$ cat config.mk
export PLATFORM = sky130hd
export DESIGN_NAME = exc_pend_ctrl
export DESIGN_NICKNAME = d
export VERILOG_FILES = /design/src/rtl/exc_pend_ctrl.sv
export SDC_FILE = /design/constraint.sdc
export NUM_CORES = 1
export LEC_CHECK = 0
export BUFFER_PORTS_ARGS = -buffer_cell sky130_fd_sc_hd__buf_4
export CORE_ASPECT_RATIO = 0.5
export CORE_MARGIN = 1
export CORE_UTILIZATION = 41
export DETAILED_ROUTE_END_ITERATION = 16
export HOLD_SLACK_MARGIN = 0.1
export PLACE_DENSITY_LB_ADDON = 0.25
export SLEW_MARGIN = 20
export SYNTH_ARGS = -nofsm -noshare
export SYNTH_HDL_FRONTEND = slang
export SYNTH_SLANG_ARGS = --single-unit
$ cat constraint.sdc
create_clock -name clk -period 3.5 [get_ports clk]
set_clock_uncertainty 0.2 [all_clocks]
set_input_delay 0.7 -clock clk [delete_from_list [all_inputs] [get_ports clk]]
set_output_delay 0.7 -clock clk [all_outputs]
set_load 0.05 [all_outputs]
$ cat src/rtl/exc_pend_ctrl.sv
module exc_pend_ctrl #(
  parameter int          AW   = 12,
  parameter int          DW   = 32,
  parameter int          PW   = 4,
  parameter int          NW   = 6,
  parameter logic [15:0] KEY  = 16'h05FA
) (
  input  logic          clk,
  input  logic          rst_n,
  input  logic          bus_we,
  input  logic [AW-1:0] bus_addr,
  input  logic [DW-1:0] bus_wdata,
  output logic [DW-1:0] bus_rdata,
  input  logic          tick_pulse,
  input  logic          nmi_req,
  input  logic          ack_nmi,
  input  logic          ack_sv,
  input  logic          ack_tick,
  input  logic          halted,
  output logic [NW-1:0] pend_num,
  output logic          isr_pend,
  output logic          sys_reset_req,
  output logic          clr_active
);
  localparam logic [AW-1:0] A_ICS = AW'(12'hD04);
  localparam logic [AW-1:0] A_AIC = AW'(12'hD0C);
  localparam logic [AW-1:0] A_PR2 = AW'(12'hD1C);
  localparam logic [AW-1:0] A_PR3 = AW'(12'hD20);
  localparam logic [NW-1:0] N_NMI = NW'(2);
  localparam logic [NW-1:0] N_SV  = NW'(14);
  localparam logic [NW-1:0] N_TK  = NW'(15);

  logic          nmi_p, sv_p, tk_p;
  logic [PW-1:0] pri_svc, pri_sv, pri_tk;
  logic [2:0]    grp;
  logic          endian;

  wire wr_ics = bus_we && bus_addr == A_ICS;
  wire wr_aic = bus_we && bus_addr == A_AIC && bus_wdata[31:16] == KEY;

  wire tk_set = tick_pulse | (wr_ics & bus_wdata[26]);
  wire tk_clr = ack_tick   | (wr_ics & ~bus_wdata[26] & bus_wdata[25]);
  wire sv_set = wr_ics & bus_wdata[28];
  wire sv_clr = ack_sv     | (wr_ics & ~bus_wdata[28] & bus_wdata[27]);
  wire nm_set = nmi_req    | (wr_ics & bus_wdata[31]);

  always_ff @(posedge clk) begin
    if (!rst_n) begin
      nmi_p <= 1'b0; sv_p <= 1'b0; tk_p <= 1'b0;
      pri_svc <= '0; pri_sv <= '0; pri_tk <= '0;
      grp <= '0; endian <= 1'b0;
      sys_reset_req <= 1'b0; clr_active <= 1'b0;
    end else begin
      tk_p  <= tk_set | (tk_p  & ~tk_clr);
      sv_p  <= sv_set | (sv_p  & ~sv_clr);
      nmi_p <= nm_set | (nmi_p & ~ack_nmi);
      if (bus_we && bus_addr == A_PR2) pri_svc <= bus_wdata[31 -: PW];
      if (bus_we && bus_addr == A_PR3) begin
        pri_tk <= bus_wdata[31 -: PW];
        pri_sv <= bus_wdata[23 -: PW];
      end
      if (wr_aic) begin
        grp    <= bus_wdata[10:8];
        endian <= bus_wdata[15];
      end
      sys_reset_req <= sys_reset_req | (wr_aic & bus_wdata[2]);
      clr_active    <= wr_aic & bus_wdata[1] & halted;
    end
  end

  wire tk_wins = tk_p & (~sv_p | (pri_tk < pri_sv));

  assign isr_pend = sv_p | tk_p;
  assign pend_num = nmi_p   ? N_NMI :
                    tk_wins ? N_TK  :
                    sv_p    ? N_SV  : '0;

  always_comb begin
    bus_rdata = '0;
    case (bus_addr)
      A_ICS: begin
        bus_rdata[31]    = nmi_p;
        bus_rdata[28]    = sv_p;
        bus_rdata[26]    = tk_p;
        bus_rdata[22]    = isr_pend;
        bus_rdata[17:12] = pend_num;
      end
      A_AIC: begin
        bus_rdata[15]   = endian;
        bus_rdata[10:8] = grp;
      end
      A_PR2: bus_rdata[31 -: PW] = pri_svc;
      A_PR3: begin
        bus_rdata[31 -: PW] = pri_tk;
        bus_rdata[23 -: PW] = pri_sv;
      end
      default: bus_rdata = '0;
    endcase
  end
endmodule

==> impl_metrics.ini <==
[status]
status = complete, no violations

[routing]
drtIter0Drc = 109
drc = 0
wl_met2_um = 1570
viasPerCell = 5.03
postRouteAntennaNets = 0
firstDrtPassIters = 4
highest_layer = met4
routed_wl_um = 3270
wl_met1_um = 1410
drt-wirelength-per-cell_um = 12.3
vias = 1337
dr_wl_met3_um = 277

[yosys]
async_flop_share = 0
synth_top_family_by_area = simple AND/OR/NAND/NOR gates
synth.avg_cell_area_um2 = 8.56
synthMuxAreaShare = 0.0596
synth_cell_types = 39
synthAdderAreaFrac = 0.0279
syn-instance-count = 157
synth_flop_cell = dfxtp_1
synth_xor_area_frac = 0
yosys_warnings = 0
synth_top_cell_area_share = 0.313
synth_compound_area_frac = 0.135
synth_edf_count = 0
synth_area_leaders = dfxtp_1 (31%), buf_4 (11%), mux2i_1 (6.0%)
yosys_register_bits = 21
ys_seq_area_frac = 0.313
post-synth-top-count-cell = dfxtp_1
synth-simple-area-share = 0.313
synth_area_mm2 = 0.00134
yosysTopAreaCell = dfxtp_1
ys_top_cells_by_count = dfxtp_1 (21), buf_4 (19), nand2_1 (13), nor2b_1 (10), inv_1 (9)

[clock_tree]
cts_tree = built
clkTransAtPathRegs_ns = 0.07
cts_buffer_depth = 2
root_buffer = clkbuf_8
cts_hold_buf = 0
clk-insertion-delay-late_ns = 0.25
numClockSinks = 21
cts_buffers = 3
cts.htree.levels = 1

[timing]
worstMarginPinSlew_ns = 0.629
fin_crit_sh = 0.980
slew_violations = 0
setup_viol = 0
relSlewSlack = 0.577
finalSetupTns_ns = 0
fin_crit_ns = 3.43
final_hold_viol_count = 0
max_freq_mhz = 291
rsz0062_at_grt = false

[floorplanning]
io_pins = 94
fp.dieW_um = 83.0
start_util = 0.438
rows = 14
fp.dieH_um = 42.5
dieArea_mm2 = 0.00352
core-area_mm2 = 0.00307

[setup_path]
endpoint_kind = output pin
critPathLaunchType = input port
worstSetupPathType = in -> out
cp_max_fo = 3
worstPathRequired_ns = 2.60
cp.arrival_ns = 2.53

[global_routing]
grt_start_max_net_pins = 26
grt_pass1_wl_um = 5440
antenna_found_initial = 0
globalRouteTotalUtil = 0.193
grt.overflow.total = 0
grt_pass1_vias = 1195

[finish]
final_nets = 283
antenna_cells = 0
syn2layout_area_growth_pct = 41.6
final_cells = 266
drive_gt1_frac = 0.358

[run]
cap_violations = 0

[power_and_ir_drop]
power.leakage_nw = 0.842
power.total_w = 0.000526
power.density_mw_per_mm2 = 276
vdd_ir_drop_max_uv = 182

[place]
dpl.cell_count = 262
dpl.hpwl_um = 2530
globalplace.congestion = 0.783
io_buffers = 65

[min_path]
hold_path.class = reg -> reg
==> flip-flops by register name, summed over array words and instances (netlist names) <==
name	count
pri_svc	4
tk_p	1
endian	1
clr_active	1
nmi_p	1
grp	3
pri_sv	4
sv_p	1
sys_reset_req	1
pri_tk	4
==> through the flow <==
step,setup WS (ns),utilization,area [um2],hold slack [ns]
floorplan,-0.260,-,1420,0.231
global placement,-0.0151,0.600,1840,0.240
detailed placement,-0.0421,0.600,1840,0.248
CTS,0.0262,0.614,1880,0.258
global route,0.0120,0.621,1900,0.275
finish,0.0693,0.621,1900,0.253
==> logic make-up after synthesis <==
logic type      count (synthesis)
simple gates                   67
buf+inv                        32
compound gates                 25
flops                          21
mux                             8
fa+ha+maj                       3
other cells                     1
==> repair_timing <==
action                     in CTS  in global routing
setup endpoints to repair       1                  7
pin swaps                       1                  0
gates resized for setup         0                  4
setup buffers                   0                  0
==> critical path, cell delays in order <==
cell    delay, ns
buf_4        0.10
or4b_4       0.53
or2_1        0.24
or4_4        0.52
nor3_4       0.18
a21o_4       0.11
buf_6        0.14
==> metal layers <==
metal / vias up / track usage
met5: - / 0
met4: 0 / 0.0310
met3: 2 / 0.0433
met2: 68 / 0.362
met1: 615 / 0.232
li1: 652 / -
==> report_power, final <==
| group | internal [W] | switching (W) |
|---|---|---|
| logic | 0.0000444 | 0.0000826 |
| registers | 0.000240 | 0.00000211 |
| clock network | 0.0000810 | 0.0000757 |
| total | 0.000366 | 0.000160 |
==> worst paths after layout <==
| kind | depth (start not counted) | startpoint | slack (ns) | to |
|---|---|---|---|---|
| max | 7 | bus_addr[7] | 0.07 | bus_rdata[15] |
| min | 2 | grp[2]$_SDFFE_PN0P_ | 0.25 | grp[2]$_SDFFE_PN0P_ |
| min reg2reg | 2 | grp[2]$_SDFFE_PN0P_ | 0.25 | grp[2]$_SDFFE_PN0P_ |
| max reg2reg | 3 | sv_p$_SDFF_PN0_ | 2.40 | sv_p$_SDFF_PN0_ |
==> cells in the final DEF, fill, tap and decap left out, types with 4 or more instances in the layout <==
cell type  count
nand2_1       13
nor2b_1       10
a21boi_0       5
buf_4         68
and2_1         8
mux2i_1        8
conb_1        18
nor2_1         4
nand2b_1       5
inv_1          9
nand3_1        8
dfxtp_1       21
o21ai_0        4
==> final cells by class <==
type                            count  area (um2)
Fill cell                         271        1160
Inverter                            9        33.8
Sequential cell                    21         420
Multi-Input combinational cell    121         810
Clock buffer                        4        45.0
Tap cell                           40        50.0
Timing Repair Buffer               71         544
Power figures use the tool's default switching activity.
